$ cat config.mk
export PLATFORM = sky130hd
export DESIGN_NAME = copy_chan_ctrl
export DESIGN_NICKNAME = d
export VERILOG_FILES = /design/src/rtl/cce_pkg.sv /design/src/rtl/cce_regs.sv /design/src/rtl/cce_judge.sv /design/src/rtl/cce_fsm.sv /design/src/rtl/copy_chan_ctrl.sv
export SDC_FILE = /design/constraint.sdc
export NUM_CORES = 1
export LEC_CHECK = 0
export ABC_AREA = 1
export BUFFER_PORTS_ARGS = -buffer_cell sky130_fd_sc_hd__buf_4
export CORE_ASPECT_RATIO = 0.75
export CORE_MARGIN = 1.5
export CORE_UTILIZATION = 57
export CTS_CLUSTER_DIAMETER = 100
export DETAILED_ROUTE_END_ITERATION = 16
export GPL_TIMING_DRIVEN = 0
export PLACE_DENSITY = 0.8
export SYNTH_ARGS = -nofsm -noshare
export SYNTH_HDL_FRONTEND = slang
export SYNTH_HIERARCHICAL = 1
export SYNTH_SLANG_ARGS = --single-unit
$ cat constraint.sdc
create_clock -name clk -period 3.1 [get_ports clk]
set_clock_uncertainty 0.1 [all_clocks]
set_input_delay 0.775 -clock clk [delete_from_list [all_inputs] [get_ports clk]]
set_output_delay 0.775 -clock clk [all_outputs]
set_load 0.005 [all_outputs]
$ cat src/rtl/cce_pkg.sv
package cce_pkg;

  typedef enum logic [1:0] {
    MODE_XOR  = 2'd0,
    MODE_DMA  = 2'd1,
    MODE_CRC  = 2'd2,
    MODE_FILL = 2'd3
  } op_mode_e;

  typedef enum logic [1:0] {
    ST_IDLE   = 2'b00,
    ST_ACTIVE = 2'b01,
    ST_PAUSED = 2'b10
  } chan_st_e;

  localparam int unsigned AW_REG = 3;

  localparam logic [AW_REG-1:0] RA_CFG  = 3'd0;
  localparam logic [AW_REG-1:0] RA_NDP  = 3'd1;
  localparam logic [AW_REG-1:0] RA_DST  = 3'd2;
  localparam logic [AW_REG-1:0] RA_BSZ  = 3'd3;
  localparam logic [AW_REG-1:0] RA_FLO  = 3'd4;
  localparam logic [AW_REG-1:0] RA_FHI  = 3'd5;
  localparam logic [AW_REG-1:0] RA_ACT  = 3'd6;

  localparam int unsigned NCMD     = 4;
  localparam int unsigned CB_START = 0;
  localparam int unsigned CB_STOP  = 1;
  localparam int unsigned CB_PAUSE = 2;
  localparam int unsigned CB_RSTRT = 3;

  localparam int unsigned FB_ST    = 4;
  localparam int unsigned FB_ERR   = 8;
  localparam int unsigned FB_BUSY  = 9;

  localparam int unsigned CF_SRCB  = 4;
  localparam int unsigned CF_DSTB  = 8;
  localparam int unsigned CF_PROT  = 12;

  // Pointer check: low bits must be zero (count depends on mode), pointer nonzero.
  function automatic logic ptr_aligned(op_mode_e m, logic [63:0] p,
                                       int unsigned xor_lsb, int unsigned cpy_lsb);
    logic [63:0] msk;
    int unsigned nb;
    nb  = (m == MODE_XOR) ? xor_lsb : cpy_lsb;
    msk = (64'd1 << nb) - 64'd1;
    return ((p & msk) == 64'd0) && (p != 64'd0);
  endfunction

  function automatic logic len_in_range(logic [63:0] len, logic [63:0] lo,
                                        logic [63:0] hi);
    return (len >= lo) && (len <= hi);
  endfunction

endpackage

$ cat src/rtl/cce_regs.sv
module cce_regs
  import cce_pkg::*;
#(
  parameter int unsigned DW = 32,
  parameter int unsigned BW = 3
) (
  input  logic              clk,
  input  logic              rst_n,
  input  logic              wr_en,
  input  logic [AW_REG-1:0] wr_addr,
  input  logic [DW-1:0]     wr_data,
  input  logic [AW_REG-1:0] rd_addr,
  output logic [DW-1:0]     rd_data,
  input  chan_st_e          status_i,
  input  logic              err_i,
  input  logic              busy_i,
  output op_mode_e          mode_o,
  output logic [BW-1:0]     src_burst_o,
  output logic [BW-1:0]     dst_burst_o,
  output logic              prot_o,
  output logic [DW-1:0]     ndp_o,
  output logic [DW-1:0]     dst_o,
  output logic [DW-1:0]     bsz_o,
  output logic [2*DW-1:0]   fill_o,
  output logic [NCMD-1:0]   cmd_o,
  output logic              clr_err_o,
  output logic              clr_busy_o
);

  localparam int unsigned MODE_SET = DW - 1;
  localparam logic [BW-1:0] BURST_RST = BW'(4);

  op_mode_e        mode_q;
  logic [BW-1:0]   srcb_q, dstb_q;
  logic            prot_q;
  logic [DW-1:0]   ndp_q, dst_q, bsz_q, flo_q, fhi_q;
  logic [NCMD-1:0] cmd_q;

  logic wr_cfg, wr_act;
  assign wr_cfg = wr_en && (wr_addr == RA_CFG);
  assign wr_act = wr_en && (wr_addr == RA_ACT);

  always_ff @(posedge clk or negedge rst_n) begin
    if (!rst_n) begin
      mode_q <= MODE_XOR;
      srcb_q <= BURST_RST;
      dstb_q <= BURST_RST;
      prot_q <= 1'b1;
    end else if (wr_cfg) begin
      if (wr_data[MODE_SET]) mode_q <= op_mode_e'(wr_data[1:0]);
      srcb_q <= wr_data[CF_SRCB +: BW];
      dstb_q <= wr_data[CF_DSTB +: BW];
      prot_q <= wr_data[CF_PROT];
    end
  end

  always_ff @(posedge clk or negedge rst_n) begin
    if (!rst_n) begin
      ndp_q <= '0;
      dst_q <= '0;
      bsz_q <= '0;
      flo_q <= '0;
      fhi_q <= '0;
    end else if (wr_en) begin
      case (wr_addr)
        RA_NDP:  ndp_q <= wr_data;
        RA_DST:  dst_q <= wr_data;
        RA_BSZ:  bsz_q <= wr_data;
        RA_FLO:  flo_q <= wr_data;
        RA_FHI:  fhi_q <= wr_data;
        default: ;
      endcase
    end
  end

  // Command bits live for exactly one cycle after the write.
  always_ff @(posedge clk or negedge rst_n) begin
    if (!rst_n) cmd_q <= '0;
    else        cmd_q <= wr_act ? wr_data[NCMD-1:0] : '0;
  end

  assign clr_err_o  = wr_act && wr_data[FB_ERR];
  assign clr_busy_o = wr_act && wr_data[FB_BUSY];

  always_comb begin
    rd_data = '0;
    case (rd_addr)
      RA_CFG: begin
        rd_data[1:0]           = mode_q;
        rd_data[CF_SRCB +: BW] = srcb_q;
        rd_data[CF_DSTB +: BW] = dstb_q;
        rd_data[CF_PROT]       = prot_q;
      end
      RA_NDP: rd_data = ndp_q;
      RA_DST: rd_data = dst_q;
      RA_BSZ: rd_data = bsz_q;
      RA_FLO: rd_data = flo_q;
      RA_FHI: rd_data = fhi_q;
      RA_ACT: begin
        rd_data[NCMD-1:0]    = cmd_q;
        rd_data[FB_ST +: 2]  = status_i;
        rd_data[FB_ERR]      = err_i;
        rd_data[FB_BUSY]     = busy_i;
      end
      default: rd_data = '0;
    endcase
  end

  assign mode_o      = mode_q;
  assign src_burst_o = srcb_q;
  assign dst_burst_o = dstb_q;
  assign prot_o      = prot_q;
  assign ndp_o       = ndp_q;
  assign dst_o       = dst_q;
  assign bsz_o       = bsz_q;
  assign fill_o      = {fhi_q, flo_q};
  assign cmd_o       = cmd_q;

  AST_MODE_KEPT: assert property (@(posedge clk) disable iff (!rst_n)
    (wr_cfg && !wr_data[MODE_SET]) |=> $stable(mode_q));

  AST_CMD_SELF_CLEAR: assert property (@(posedge clk) disable iff (!rst_n)
    ((cmd_q != '0) && !wr_act) |=> (cmd_q == '0));

endmodule

$ cat src/rtl/cce_judge.sv
module cce_judge
  import cce_pkg::*;
#(
  parameter int unsigned DW        = 32,
  parameter logic [63:0] BSZ_MIN   = 64'd128,
  parameter logic [63:0] BSZ_MAX   = 64'h00FF_FFFF,
  parameter int unsigned XOR_LSB   = 6,
  parameter int unsigned CPY_LSB   = 5
) (
  input  chan_st_e        state_i,
  input  logic [NCMD-1:0] cmd_i,
  input  op_mode_e        mode_i,
  input  logic [DW-1:0]   ndp_i,
  input  logic [DW-1:0]   bsz_i,
  output logic            acc_start_o,
  output logic            acc_stop_o,
  output logic            acc_pause_o,
  output logic            acc_rstrt_o,
  output logic            stop_noop_o,
  output logic            rej_illegal_o,
  output logic            rej_param_o,
  output logic            rej_busy_o
);

  logic params_ok, single, multi;

  always_comb begin
    if (mode_i == MODE_FILL) params_ok = len_in_range(64'(bsz_i), BSZ_MIN, BSZ_MAX);
    else                     params_ok = ptr_aligned(mode_i, 64'(ndp_i), XOR_LSB, CPY_LSB);
  end

  assign single = ($countones(cmd_i) == 1);
  assign multi  = ($countones(cmd_i) > 1);

  always_comb begin
    acc_start_o   = 1'b0;
    acc_stop_o    = 1'b0;
    acc_pause_o   = 1'b0;
    acc_rstrt_o   = 1'b0;
    stop_noop_o   = 1'b0;
    rej_illegal_o = multi;
    rej_param_o   = 1'b0;
    rej_busy_o    = 1'b0;
    if (single) begin
      if (cmd_i[CB_START]) begin
        if (state_i == ST_ACTIVE) rej_busy_o  = 1'b1;
        else if (!params_ok)      rej_param_o = 1'b1;
        else                      acc_start_o = 1'b1;
      end
      if (cmd_i[CB_STOP]) begin
        case (state_i)
          ST_ACTIVE: acc_stop_o    = 1'b1;
          ST_IDLE:   stop_noop_o   = 1'b1;
          default:   rej_illegal_o = 1'b1;
        endcase
      end
      if (cmd_i[CB_PAUSE]) begin
        if (state_i == ST_ACTIVE) acc_pause_o   = 1'b1;
        else                      rej_illegal_o = 1'b1;
      end
      if (cmd_i[CB_RSTRT]) begin
        if (state_i == ST_PAUSED) acc_rstrt_o   = 1'b1;
        else                      rej_illegal_o = 1'b1;
      end
    end
  end

endmodule

$ cat src/rtl/cce_fsm.sv
module cce_fsm
  import cce_pkg::*;
#(
  parameter int unsigned DW      = 32,
  parameter logic [63:0] BSZ_MIN = 64'd128,
  parameter logic [63:0] BSZ_MAX = 64'h00FF_FFFF,
  parameter int unsigned XOR_LSB = 6,
  parameter int unsigned CPY_LSB = 5
) (
  input  logic            clk,
  input  logic            rst_n,
  input  logic            acc_start_i,
  input  logic            acc_stop_i,
  input  logic            acc_pause_i,
  input  logic            acc_rstrt_i,
  input  logic            stop_noop_i,
  input  logic            rej_illegal_i,
  input  logic            rej_param_i,
  input  logic            rej_busy_i,
  input  logic            clr_err_i,
  input  logic            clr_busy_i,
  input  logic            done_i,
  input  op_mode_e        mode_i,
  input  logic [DW-1:0]   ndp_i,
  input  logic [DW-1:0]   dst_i,
  input  logic [DW-1:0]   bsz_i,
  input  logic [2*DW-1:0] fill_i,
  output chan_st_e        state_o,
  output logic            err_o,
  output logic            busy_o,
  output logic            launch_o,
  output op_mode_e        launch_mode_o,
  output logic [DW-1:0]   launch_ptr_o,
  output logic [DW-1:0]   launch_len_o,
  output logic [2*DW-1:0] launch_fill_o,
  output logic            abort_o,
  output logic            hold_o,
  output logic            resume_o
);

  chan_st_e state_q, state_d;
  logic     err_q, busy_q;
  logic     launch_q, abort_q, hold_q, resume_q;
  op_mode_e lmode_q;
  logic [DW-1:0]   lptr_q, llen_q;
  logic [2*DW-1:0] lfill_q;
  logic     done_evt;

  assign done_evt = done_i && (state_q == ST_ACTIVE) && !acc_pause_i && !acc_stop_i;

  always_comb begin
    state_d = state_q;
    if (acc_start_i || acc_rstrt_i) state_d = ST_ACTIVE;
    else if (acc_stop_i)            state_d = ST_IDLE;
    else if (acc_pause_i)           state_d = ST_PAUSED;
    else if (done_evt)              state_d = ST_IDLE;
  end

  always_ff @(posedge clk or negedge rst_n) begin
    if (!rst_n) begin
      state_q  <= ST_IDLE;
      err_q    <= 1'b0;
      busy_q   <= 1'b0;
      launch_q <= 1'b0;
      abort_q  <= 1'b0;
      hold_q   <= 1'b0;
      resume_q <= 1'b0;
    end else begin
      state_q  <= state_d;
      err_q    <= (err_q & ~clr_err_i) | rej_illegal_i | rej_param_i;
      busy_q   <= (busy_q & ~clr_busy_i) | rej_busy_i;
      launch_q <= acc_start_i;
      abort_q  <= acc_stop_i;
      hold_q   <= acc_pause_i;
      resume_q <= acc_rstrt_i;
    end
  end

  always_ff @(posedge clk or negedge rst_n) begin
    if (!rst_n) begin
      lmode_q <= MODE_XOR;
      lptr_q  <= '0;
      llen_q  <= '0;
      lfill_q <= '0;
    end else if (acc_start_i) begin
      lmode_q <= mode_i;
      lptr_q  <= (mode_i == MODE_FILL) ? dst_i : ndp_i;
      llen_q  <= bsz_i;
      lfill_q <= fill_i;
    end
  end

  assign state_o       = state_q;
  assign err_o         = err_q;
  assign busy_o        = busy_q;
  assign launch_o      = launch_q;
  assign launch_mode_o = lmode_q;
  assign launch_ptr_o  = lptr_q;
  assign launch_len_o  = llen_q;
  assign launch_fill_o = lfill_q;
  assign abort_o       = abort_q;
  assign hold_o        = hold_q;
  assign resume_o      = resume_q;

  AST_LAUNCH_ACTIVE: assert property (@(posedge clk) disable iff (!rst_n)
    launch_q |-> (state_q == ST_ACTIVE));

  AST_LAUNCH_VALID: assert property (@(posedge clk) disable iff (!rst_n)
    launch_q |-> ((lmode_q == MODE_FILL) ? len_in_range(64'(llen_q), BSZ_MIN, BSZ_MAX)
                                         : ptr_aligned(lmode_q, 64'(lptr_q), XOR_LSB, CPY_LSB)));

  AST_PULSE_EXCL: assert property (@(posedge clk) disable iff (!rst_n)
    $onehot0({launch_q, abort_q, hold_q, resume_q}));

  AST_PAUSE_FROM_ACTIVE: assert property (@(posedge clk) disable iff (!rst_n)
    ((state_q == ST_PAUSED) && ($past(state_q) != ST_PAUSED)) |-> ($past(state_q) == ST_ACTIVE));

  AST_REJECT_HOLDS: assert property (@(posedge clk) disable iff (!rst_n)
    ((rej_illegal_i || rej_param_i || rej_busy_i) && !done_i) |=> $stable(state_q));

  AST_IDLE_STOP_QUIET: assert property (@(posedge clk) disable iff (!rst_n)
    stop_noop_i |=> ((state_q == ST_IDLE) && !abort_q));

  AST_DONE_TO_IDLE: assert property (@(posedge clk) disable iff (!rst_n)
    done_evt |=> (state_q == ST_IDLE));

endmodule

$ cat src/rtl/copy_chan_ctrl.sv
module copy_chan_ctrl
  import cce_pkg::*;
#(
  parameter int unsigned DW      = 32,
  parameter int unsigned BW      = 3,
  parameter logic [63:0] BSZ_MIN = 64'd128,
  parameter logic [63:0] BSZ_MAX = 64'h00FF_FFFF,
  parameter int unsigned XOR_LSB = 6,
  parameter int unsigned CPY_LSB = 5
) (
  input  logic            clk,
  input  logic            rst_n,
  input  logic            wr_en,
  input  logic [2:0]      wr_addr,
  input  logic [DW-1:0]   wr_data,
  input  logic [2:0]      rd_addr,
  output logic [DW-1:0]   rd_data,
  input  logic            done_i,
  output logic            launch_o,
  output logic [1:0]      launch_mode_o,
  output logic [DW-1:0]   launch_ptr_o,
  output logic [DW-1:0]   launch_len_o,
  output logic [2*DW-1:0] launch_fill_o,
  output logic            abort_o,
  output logic            hold_o,
  output logic            resume_o,
  output logic [BW-1:0]   src_burst_o,
  output logic [BW-1:0]   dst_burst_o,
  output logic            acc_prot_o
);

  chan_st_e        state;
  op_mode_e        mode, lmode;
  logic            err, busy, clr_err, clr_busy;
  logic [DW-1:0]   ndp, dst, bsz;
  logic [2*DW-1:0] fill;
  logic [NCMD-1:0] cmd;
  logic acc_start, acc_stop, acc_pause, acc_rstrt, stop_noop;
  logic rej_illegal, rej_param, rej_busy;

  cce_regs #(.DW(DW), .BW(BW)) u_regs (
    .clk(clk), .rst_n(rst_n), .wr_en(wr_en), .wr_addr(wr_addr), .wr_data(wr_data),
    .rd_addr(rd_addr), .rd_data(rd_data), .status_i(state), .err_i(err), .busy_i(busy),
    .mode_o(mode), .src_burst_o(src_burst_o), .dst_burst_o(dst_burst_o), .prot_o(acc_prot_o),
    .ndp_o(ndp), .dst_o(dst), .bsz_o(bsz), .fill_o(fill), .cmd_o(cmd),
    .clr_err_o(clr_err), .clr_busy_o(clr_busy)
  );

  cce_judge #(.DW(DW), .BSZ_MIN(BSZ_MIN), .BSZ_MAX(BSZ_MAX),
              .XOR_LSB(XOR_LSB), .CPY_LSB(CPY_LSB)) u_judge (
    .state_i(state), .cmd_i(cmd), .mode_i(mode), .ndp_i(ndp), .bsz_i(bsz),
    .acc_start_o(acc_start), .acc_stop_o(acc_stop), .acc_pause_o(acc_pause),
    .acc_rstrt_o(acc_rstrt), .stop_noop_o(stop_noop), .rej_illegal_o(rej_illegal),
    .rej_param_o(rej_param), .rej_busy_o(rej_busy)
  );

  cce_fsm #(.DW(DW), .BSZ_MIN(BSZ_MIN), .BSZ_MAX(BSZ_MAX),
            .XOR_LSB(XOR_LSB), .CPY_LSB(CPY_LSB)) u_fsm (
    .clk(clk), .rst_n(rst_n), .acc_start_i(acc_start), .acc_stop_i(acc_stop),
    .acc_pause_i(acc_pause), .acc_rstrt_i(acc_rstrt), .stop_noop_i(stop_noop),
    .rej_illegal_i(rej_illegal), .rej_param_i(rej_param), .rej_busy_i(rej_busy),
    .clr_err_i(clr_err), .clr_busy_i(clr_busy), .done_i(done_i), .mode_i(mode),
    .ndp_i(ndp), .dst_i(dst), .bsz_i(bsz), .fill_i(fill), .state_o(state),
    .err_o(err), .busy_o(busy), .launch_o(launch_o), .launch_mode_o(lmode),
    .launch_ptr_o(launch_ptr_o), .launch_len_o(launch_len_o),
    .launch_fill_o(launch_fill_o), .abort_o(abort_o), .hold_o(hold_o), .resume_o(resume_o)
  );

  assign launch_mode_o = lmode;

endmodule

* After elaboration in Yosys (flattened, before gate mapping)
Index checks and enable logic that the tools add are counted.
** Word-level totals
- Flip-flop bits (word level) :: 311
- Bits in writable memories :: 0
- Memory bits (read-only) :: 0
- Latch bits :: 0
- Word-level logic and storage cells :: 122
- Input port bits :: 42
- Memories :: 0
- Output and inout bits :: 173
** Operators by class
- $lt $le $gt $ge :: 3
- Reduce and logical (&&, ||, !) cells :: 26
- Bitwise operators :: 8
- Multipliers :: 0
- Shift-type cells :: 1
- Divide/modulo/power cells :: 0
- Muxes and demuxes :: 43
- Add/subtract/negate cells :: 4
- Equality and inequality tests :: 16
** Operator list (count)
- 19-bit one-hot mux with 5 select lines :: 1
- 32-bit by 64-bit AND with 64-bit output :: 1
- 64-bit logical NOT :: 1
- 1-bit by 32-bit left shift with 64-bit output, first input constant :: 1
- 64-bit by 1-bit subtractor with 64-bit output, second input constant :: 1
- 2-bit one-hot mux with 7 select lines :: 3
- 32-bit adder :: 1
- 32-bit by 2-bit == test with 1-bit output, second input constant :: 1
- 32-bit by 8-bit greater-or-equal comparator with 1-bit output, second input constant :: 1
- 32-bit by 2-bit > comparator with 1-bit output, second input constant :: 1
- 32-bit by 24-bit <= comparator with 1-bit output, second input constant :: 1
- 32-bit 2-to-1 mux :: 1
- 32-bit nonzero test :: 1
- 1-bit 2-to-1 mux :: 26
- 3-bit == test, second input constant :: 6
- 1-bit one-hot mux with 6 select lines :: 3
- 3-bit by 2-bit == test with 1-bit output, second input constant :: 4
- 2-bit one-hot mux with 6 select lines :: 1
- 2-bit AND reduction :: 6
- 2-bit 2-to-1 mux :: 5
- 1-bit one-hot mux with 5 select lines :: 2
- 1-bit logical AND :: 9
- 3-bit by 1-bit == test with 1-bit output, second input constant :: 2
- 3-bit logical NOT :: 2
- 12 further kinds :: 20

* Depth between registers and ports, before layout
Gate-level depths: netlist of the first run.
- Depth after elaboration :: 14
- Depth in mapped cells :: 15
- Depth with buffers taken out :: 13

* By module
The synthesis of the first run kept the hierarchy.
** Modules (own cells, without submodules)
- cce_regs :: area an instance 8092.8 um^2, sequential area each 4332.9 um^2, cells each 1031, instances 1
- cce_fsm :: area an instance 5830.6 um^2, sequential area each 3453.3 um^2, cells each 711, instances 1
- cce_judge :: area an instance 525.5 um^2, sequential area each 0.0 um^2, cells each 106, instances 1

* Least setup slack after synthesis of the first run
Ideal clock, no wire load.
- Path kind :: flip-flop to flip-flop
- Start point :: reg u_regs.cmd_q[0] (netlist: u_regs/cmd_o[0])
- End point :: reg u_fsm.lptr_q[12] (netlist: u_fsm/launch_ptr_o[12])
- Clock period less this slack :: 2.727 ns
- Library setup time :: 0.118 ns
- Data required time :: 2.882 ns
- Arrival time :: 2.509 ns
- Path buffers :: 3
- Path slack :: 0.373 ns
- Stages on the path, launching flop included :: 16
- Path through :: dfrtp_1 inv_1 fa_1 inv_1 ha_1 inv_1 ha_1 nor3_4 nand3_1 a21oi_1 buf_4 inv_2 buf_6 buf_6 nand2_1 nand2_1
** On the way
- Word-level cells in the longest chain between the ends :: 4
- Elaborated cells on any way between the ends :: 5
- Classes of those cells :: add/sub (2); eq/ne (1); mux (2)
** Ends and longest elaborated chain
- start, declared :: RTL line cce_regs.sv:37 : logic [NCMD-1:0] cmd_q;
- start signal, assigned :: RTL line cce_regs.sv:79 : else cmd_q <= wr_act ? wr_data[NCMD-1:0] : '0;
- 1-bit by 1-bit adder with 2-bit output (not written as such) :: RTL line cce_judge.sv:32 : assign single = ($countones(cmd_i) == 1);
- 32-bit adder (not written as such) :: RTL line cce_judge.sv:32
- 32-bit by 2-bit == test with 1-bit output :: RTL line cce_judge.sv:32
- 1-bit 2-to-1 mux (*) :: RTL line cce_judge.sv:44 : if (single) begin
- named net acc_start :: RTL line copy_chan_ctrl.sv:38 : logic acc_start, acc_stop, acc_pause, acc_rstrt, stop_noop;
- end signal, assigned :: RTL line cce_fsm.sv:87 : lptr_q <= (mode_i == MODE_FILL) ? dst_i : ndp_i;
- end, declared :: RTL line cce_fsm.sv:45 : logic [DW-1:0] lptr_q, llen_q;
The timed path passes the listed nets; every way through them passes the cells marked *.
A chain may end at the register's enable or synchronous reset.

* Final worst setup path of the first run
- Start point :: in rd_addr[2]
- End point :: out rd_data[2]
** On the way
- Word-level cells in the longest chain between the ends :: 2
- Elaborated cells on any way between the ends :: 7
- Classes of those cells :: eq/ne (6); mux (1)
** Ends and longest elaborated chain
- start, declared :: RTL line copy_chan_ctrl.sv:16 : input logic [2:0] rd_addr,
- 3-bit == test, or another cell as far along :: RTL line cce_regs.sv:87 : case (rd_addr)
- 2-bit one-hot mux with 6 select lines (*) :: RTL line cce_regs.sv:87
- end, declared :: RTL line copy_chan_ctrl.sv:17 : output logic [DW-1:0] rd_data,
Mark *: on every way between the ends. The rest lies on a longest branch, timed or not.

==> metrics.txt, run 1 <==
# TYPE chip_impl_metric gauge
chip_impl_info{name="run_status",value="complete, no violations"} 1
chip_impl_metric{name="maximum_fanout_along_the_worst_path",unit=""} 10
chip_impl_metric{name="irDropWorstVdd",unit="uV"} 457
chip_impl_metric{name="grt_first_pass_wirelength",unit="um"} 74400
chip_impl_metric{name="static-leakage-power",unit="nW"} 9.79
chip_impl_info{name="timing.critical_path.from_type",value="input port"} 1
chip_impl_metric{name="timing.final.hold_violations",unit=""} 0
chip_impl_metric{name="worst_skew_pair_latency",unit="ps"} 560
chip_impl_info{name="reg_to_reg_start",value="u_regs/cmd_o[1]"} 1
chip_impl_metric{name="clk_pin_slew_worst_paths",unit="ps"} 60
chip_impl_metric{name="final_weighted_congestion_in_routability_driven_placement",unit=""} 0.956
chip_impl_metric{name="maxSlewHeadroom",unit="%"} 50.6
chip_impl_metric{name="grt_overflow",unit=""} 0
chip_impl_metric{name="p_per_area",unit="nW/um^2"} 597
chip_impl_metric{name="antenna_found_initial",unit=""} 0
chip_impl_metric{name="fin_worst_hold_slack",unit="ps"} 92.3
chip_impl_metric{name="starting_density_of_the_core",unit="%"} 58.0
chip_impl_metric{name="coreArea",unit="um^2"} 24900
chip_impl_metric{name="floorplan.die_area",unit="um^2"} 26300
chip_impl_metric{name="detailed_route_iter0_violations",unit=""} 1659
chip_impl_metric{name="drt_pre_antenna_iters",unit=""} 8
chip_impl_info{name="crit_type",value="input port to output pin"} 1
chip_impl_metric{name="min_clock_period_post_route",unit="ps"} 3070
chip_impl_metric{name="wl_met2",unit="um"} 20000
chip_impl_metric{name="clock_sink_count",unit=""} 311
chip_impl_metric{name="drt_wl_total",unit="um"} 48500
chip_impl_metric{name="drv.max_cap_violation_count",unit=""} 0
chip_impl_metric{name="reg2regPathDepth",unit=""} 15
chip_impl_metric{name="number_of_global_route_vias_before_repair",unit=""} 12700
chip_impl_metric{name="synthesized_area",unit="um^2"} 14400
chip_impl_metric{name="area_growth",unit="%"} 22.1
chip_impl_metric{name="io_buffer_count",unit=""} 213
chip_impl_metric{name="yosys_warnings",unit=""} 6
chip_impl_metric{name="die_w",unit="um"} 187
chip_impl_metric{name="setup_tns",unit="ps"} 0
chip_impl_metric{name="timing.final.setup_violations",unit=""} 0
chip_impl_info{name="rr_endpoint",value="u_fsm/launch_fill_o[14]"} 1
chip_impl_metric{name="fin_total_pwr",unit="mW"} 10.5
chip_impl_metric{name="synthesis.instances",unit=""} 1847
chip_impl_info{name="min-delay-path-class",value="input port to async pin"} 1
chip_impl_info{name="worst_setup_path_end_kind",value="output pin"} 1
chip_impl_metric{name="cp.arrival",unit="ps"} 2200
chip_impl_metric{name="route.detailed.drc",unit=""} 0
chip_impl_metric{name="post_dp_hpwl",unit="um"} 36100
chip_impl_metric{name="rrSetupSlack",unit="ps"} 100
chip_impl_metric{name="n_antenna_cell",unit=""} 0
chip_impl_metric{name="fmax",unit="MHz"} 325
chip_impl_metric{name="wirelength_met1",unit="um"} 20900
chip_impl_metric{name="grt_max_degree",unit=""} 113
chip_impl_metric{name="placedCellCount",unit=""} 2400
chip_impl_metric{name="finish.net_count",unit=""} 2144
chip_impl_metric{name="layout.cells.non_filler",unit=""} 2457
chip_impl_metric{name="tightestPinTransition",unit="ps"} 741
chip_impl_metric{name="io-pin-count",unit=""} 215
chip_impl_metric{name="rows",unit=""} 50
chip_impl_metric{name="routed-wl-met3",unit="um"} 6440
chip_impl_metric{name="synthesis.area_per_instance",unit="um^2"} 7.82
chip_impl_info{name="clock_tree_from_tritoncts",value="yes"} 1
chip_impl_info{name="highest_signal_layer_in_the_routed_design",value="met4"} 1
chip_impl_info{name="rsz_0062_raised_after_global_routing",value="yes"} 1
chip_impl_metric{name="postLayoutCoreUtil",unit="%"} 70.8
chip_impl_metric{name="routed_wire_length_per_instance",unit="um"} 19.7
chip_impl_metric{name="tritoncts.num_buffers",unit=""} 30
chip_impl_metric{name="drtAntennaViolNets",unit=""} 0
chip_impl_metric{name="die-height",unit="um"} 141
chip_impl_metric{name="cts_buffer_depth",unit=""} 3
chip_impl_metric{name="report.final.slew_viol_count",unit=""} 0
chip_impl_metric{name="fin_crit_sh",unit="%"} 99.2
chip_impl_metric{name="globalRouteTotalUtil",unit="%"} 36.8
chip_impl_metric{name="worst_ep_required_time",unit="ps"} 2220
chip_impl_metric{name="routed-via-count",unit=""} 13800
chip_impl_metric{name="via_per_inst",unit=""} 5.61
chip_impl_metric{name="syn_nets",unit=""} 1894
chip_impl_metric{name="proportion_of_layout_cells_with_a_drive_suffix_above_1",unit="%"} 17.8
chip_impl_metric{name="cts.htree.levels",unit=""} 1
chip_impl_info{name="clockRootBuffer",value="sky130_fd_sc_hd__clkbuf_16"} 1
-- repair_timing --
action                                  CTS  global route
gates resized for setup                  15             6
pin swaps                                 1             0
buffers inserted                          1             2
endpoints found under the setup margin  132           116
hold buffers                              0             0
endpoints found under the hold margin     0             0
-- power breakdown --
| part | internal (mW) | total [mW] | leakage (nW) | switching (mW) |
|---|---|---|---|---|
| clock | 2.25 | 3.87 | 0.508 | 1.62 |
| sequential | 4.54 | 5.10 | 4.08 | 0.563 |
| combinational | 0.595 | 1.56 | 5.21 | 0.969 |
| total | 7.38 | 10.5 | 9.79 | 3.15 |
-- worst max-delay path, stage by stage --
cell and delay, ps:
sky130_fd_sc_hd__buf_4 180, sky130_fd_sc_hd__clkbuf_1 480, sky130_fd_sc_hd__nand4_1 340, sky130_fd_sc_hd__nand2_1 160, sky130_fd_sc_hd__nor2_1 50, sky130_fd_sc_hd__nand2_1 90, sky130_fd_sc_hd__buf_4 120
-- metal layers --
metal / track usage (%) / vias up
li1: - / 6243
met5: 0 / -
met1: 56.7 / 6541
met3: 8.49 / 95
met4: 8.11 / 0
met2: 52.8 / 913
-- cell usage in the layout (no fill, tap or decap), drive strengths merged --
cell and count:
nor3b 2, nor2 135, or2 1, bufinv 3, a21oi 1, nand3 134
nor4 1, inv 226, clkinvlp 4, buf 288, o21ai 171, nand4 59
dfstp 3, dfrtp 308, clkbuf 75, nand2 688, and2 1, a22oi 1
o21bai 1, fa 1, clkinv 5, nor3 7, ha 4
-- how the worst max path moves through the flow --
stage / endpoint / startpoint / slack, ps / cells past startpoint
2_1_floorplan: u_fsm/launch_ptr_o[12] / u_regs/cmd_o[0] / 370 / 15
3_3_place_gp: u_fsm/launch_fill_o[24] / rst_n / -1540 / 1
3_5_place_dp: u_fsm/launch_ptr_o[24] / u_regs/cmd_o[0] / -290 / 13
4_1_cts: rd_data[30] / rd_addr[1] / 20 / 8
5_1_grt: u_fsm/launch_fill_o[14] / u_regs/cmd_o[0] / -20 / 15
6_report: rd_data[2] / rd_addr[2] / 30 / 7
-- state kept, by name (all words and copies together) (netlist names), 2 cells and up --
name,count
u_regs/cmd_o,4
u_regs/flo_q,32
u_regs/fhi_q,32
u_regs/mode_o,2
u_regs/bsz_o,32
u_fsm/launch_fill_o,64
u_fsm/state_o,2
u_regs/src_burst_o,3
u_regs/ndp_o,32
u_fsm/launch_ptr_o,32
u_fsm/launch_mode_o,2
u_regs/dst_o,32
u_fsm/launch_len_o,32
u_regs/dst_burst_o,3
-- through the flow --
stage / instance area [um^2] / worst slack [ps]
2_1_floorplan: 14400 / 373
3_3_place_gp: 16500 / -1540
3_5_place_dp: 16500 / -290
4_1_cts: 17600 / 17.6
5_1_grt: 17600 / -15.4
6_report: 17600 / 26.0
-- cell type report --
class | instances | area, um^2
Fill cell | 1991 | 7270
Clock buffer | 41 | 883
Clock inverter | 13 | 163
Inverter | 225 | 848
Buffer | 104 | 618
Tap cell | 338 | 423
Timing Repair Buffer | 218 | 1680
Sequential cell | 311 | 7790
Multi-Input combinational cell | 1207 | 5220
No activity file was read; power rests on OpenSTA's default activity.
==> run 2, diff against run 1 <==
--- a/config.mk
+++ b/config.mk
@@ -7,7 +7,6 @@
 export LEC_CHECK = 0
 export ABC_AREA = 1
 export BUFFER_PORTS_ARGS = -buffer_cell sky130_fd_sc_hd__buf_4
-export CORE_ASPECT_RATIO = 0.75
 export CORE_MARGIN = 1.5
 export CORE_UTILIZATION = 57
 export CTS_CLUSTER_DIAMETER = 100
==> run 2 against run 1 <==
Critical path depth is the same; setup slack lost 11 ps; sequential cell count is the same; non-clock buffer count grew 3; first-iteration DRC count shrank 4.0%; hold slack gained 27 ps; sequential share of layout area shrank 0.24 points; power grew 1.5%; global-route usage grew 0.34 points; critical path type unchanged; critical endpoint is now rd_data[3]; largest cell class unchanged; highest routed layer unchanged.
==> metrics.txt, run 2 (same netlist as run 1, synthesis figures left out) <==
# TYPE chip_impl_metric gauge
chip_impl_metric{name="floorplan.die_area",unit="um^2"} 26300
chip_impl_metric{name="tightestPinTransition",unit="ps"} 819
chip_impl_metric{name="detailed_route_iter0_violations",unit=""} 1593
chip_impl_info{name="worst_setup_path_end_kind",value="output pin"} 1
chip_impl_info{name="run_status",value="complete, no violations"} 1
chip_impl_metric{name="antenna_found_initial",unit=""} 0
chip_impl_metric{name="timing.final.setup_violations",unit=""} 0
chip_impl_metric{name="die_w",unit="um"} 162
chip_impl_metric{name="starting_density_of_the_core",unit="%"} 57.7
chip_impl_metric{name="route.detailed.drc",unit=""} 0
chip_impl_metric{name="p_per_area",unit="nW/um^2"} 604
chip_impl_metric{name="setup_tns",unit="ps"} 0
chip_impl_metric{name="cts_buffer_depth",unit=""} 3
chip_impl_metric{name="worst_skew_pair_latency",unit="ps"} 520
chip_impl_metric{name="tritoncts.num_buffers",unit=""} 34
chip_impl_metric{name="drv.max_cap_violation_count",unit=""} 0
chip_impl_metric{name="rows",unit=""} 58
chip_impl_metric{name="min_clock_period_post_route",unit="ps"} 3090
chip_impl_metric{name="proportion_of_layout_cells_with_a_drive_suffix_above_1",unit="%"} 18.0
chip_impl_metric{name="grt_overflow",unit=""} 0
chip_impl_metric{name="fillCellCount",unit=""} 2035
chip_impl_metric{name="finalWorstSetupSlack",unit="ps"} 14.9
chip_impl_metric{name="combined_area_of_the_multi_input_logic_cells",unit="um^2"} 5220
chip_impl_metric{name="layout.area.seq",unit="um^2"} 7790
chip_impl_info{name="min-delay-path-class",value="input port to async pin"} 1
chip_impl_info{name="clockRootBuffer",value="sky130_fd_sc_hd__clkbuf_16"} 1
chip_impl_metric{name="drtAntennaViolNets",unit=""} 0
chip_impl_metric{name="routed-via-count",unit=""} 13700
chip_impl_metric{name="clk_pin_slew_worst_paths",unit="ps"} 60
chip_impl_info{name="mostFrequentLayoutCell",value="sky130_fd_sc_hd__nand2_1"} 1
chip_impl_metric{name="io-pin-count",unit=""} 215
chip_impl_metric{name="fin_crit_sh",unit="%"} 99.5
chip_impl_metric{name="fin_total_pwr",unit="mW"} 10.7
chip_impl_info{name="crit_type",value="input port to output pin"} 1
chip_impl_metric{name="post_dp_hpwl",unit="um"} 34800
chip_impl_metric{name="report.final.slew_viol_count",unit=""} 0
chip_impl_metric{name="maximum_fanout_along_the_worst_path",unit=""} 10
chip_impl_metric{name="number_of_global_route_vias_before_repair",unit=""} 13000
chip_impl_metric{name="globalRouteTotalUtil",unit="%"} 37.1
chip_impl_metric{name="irDropWorstVdd",unit="uV"} 345
chip_impl_metric{name="via_per_inst",unit=""} 5.59
chip_impl_metric{name="placement.cell_area",unit="um^2"} 16500
chip_impl_metric{name="io_buffer_count",unit=""} 213
chip_impl_metric{name="area_growth",unit="%"} 22.8
chip_impl_info{name="layout.cells.most_common_list",value="sky130_fd_sc_hd__nand2_1, sky130_fd_sc_hd__dfrtp_1, sky130_fd_sc_hd__buf_4, sky130_fd_sc_hd__inv_1, sky130_fd_sc_hd__o21ai_0"} 1
chip_impl_metric{name="flip_flop_count_of_the_largest_register_after_layout",unit=""} 64
chip_impl_metric{name="fmax",unit="MHz"} 324
chip_impl_metric{name="layout.cell_area.non_filler",unit="um^2"} 17700
chip_impl_metric{name="routed_wire_length_per_instance",unit="um"} 19.6
chip_impl_metric{name="postLayoutCoreUtil",unit="%"} 70.8
chip_impl_metric{name="cts_hold_buffers",unit=""} 0
chip_impl_info{name="rsz_0062_raised_after_global_routing",value="yes"} 1
chip_impl_metric{name="preCtsSetupSlack",unit="ps"} -280
chip_impl_metric{name="cp.arrival",unit="ps"} 2210
chip_impl_metric{name="drt_pre_antenna_iters",unit=""} 6
chip_impl_metric{name="coreArea",unit="um^2"} 25000
chip_impl_metric{name="cts.htree.levels",unit=""} 2
chip_impl_metric{name="clock_sink_count",unit=""} 311
chip_impl_metric{name="finish.net_count",unit=""} 2151
chip_impl_metric{name="final_weighted_congestion_in_routability_driven_placement",unit=""} 0.995
chip_impl_metric{name="grt_first_pass_wirelength",unit="um"} 73900
chip_impl_metric{name="worst_ep_required_time",unit="ps"} 2220
chip_impl_metric{name="timing.final.hold_violations",unit=""} 0
chip_impl_metric{name="die-height",unit="um"} 162
chip_impl_metric{name="maxSlewHeadroom",unit="%"} 45.2
chip_impl_metric{name="drt_wl_total",unit="um"} 48100
chip_impl_metric{name="static-leakage-power",unit="nW"} 9.88
chip_impl_info{name="timing.critical_path.from_type",value="input port"} 1
chip_impl_info{name="clock_tree_from_tritoncts",value="yes"} 1
chip_impl_metric{name="n_antenna_cell",unit=""} 0
chip_impl_metric{name="grt_max_degree",unit=""} 117
==> run 2: what timing repair did <==
action / 4_1_cts / 5_1_grt
pin swaps: 1 / 1
cloned: 0 / 0
resized for setup: 10 / 11
buffers inserted: 1 / 5
setup endpoints to repair: 133 / 107
==> run 2: stage by stage <==
stage                     hold WS [ps]  std cells
final                              119       2458
after global routing               196       2458
after detailed placement           360       2392
after CTS                          175       2453
after global placement             356       2390
after floorplan                    363       1847
==> run 2: final cells by class <==
cell class | count | share of cell area, %
sequential | 311 | 43.9
multi-input combinational | 1207 | 29.5
timing repair buffer | 221 | 9.63
clock buffer | 48 | 5.85
inverter | 225 | 4.77
buffer | 104 | 3.50
tap | 330 | 2.33
clock inverter | 12 | 0.501
==> run 2: where the power goes <==
group	leakage, nW	switching (mW)	internal (mW)
Sequential	4.08	0.530	4.54
Clock	0.569	1.64	2.42
Combinational	5.23	0.967	0.596
==> run 2: path summary, 6_finish.rpt <==
| path | from | endpoint | slack (ps) | cells after the start |
|---|---|---|---|---|
| setup / recovery | rd_addr[2] | rd_data[3] | 10 | 7 |
| hold reg to reg | u_fsm/launch_len_o[3] | u_fsm/launch_len_o[3] | 370 | 2 |
| setup reg to reg | u_regs/cmd_o[0] | u_fsm/launch_fill_o[37] | 80 | 14 |
| min in group clk | u_fsm/launch_len_o[3] | u_fsm/launch_len_o[3] | 370 | 2 |
| max in group asynchronous | rst_n | u_regs/cmd_o[0] | 1250 | 3 |
| hold / removal | rst_n | u_fsm/launch_fill_o[12] | 120 | 1 |
==> run 2: worst max-delay path, stage by stage <==
cell and delay, ps:
sky130_fd_sc_hd__buf_4 190, sky130_fd_sc_hd__clkbuf_1 560, sky130_fd_sc_hd__nand4_1 300, sky130_fd_sc_hd__nand2_1 120, sky130_fd_sc_hd__nor2_1 50, sky130_fd_sc_hd__nand2_1 90
sky130_fd_sc_hd__buf_4 120
==> run 2: per-layer routing <==
metal	global-route usage, %	up-vias	wire (um)
met1	52.3	6531	19400
met5	0	-	0
li1	-	6249	-
met4	13.1	0	1680
met3	8.45	110	5500
met2	56.7	843	21600
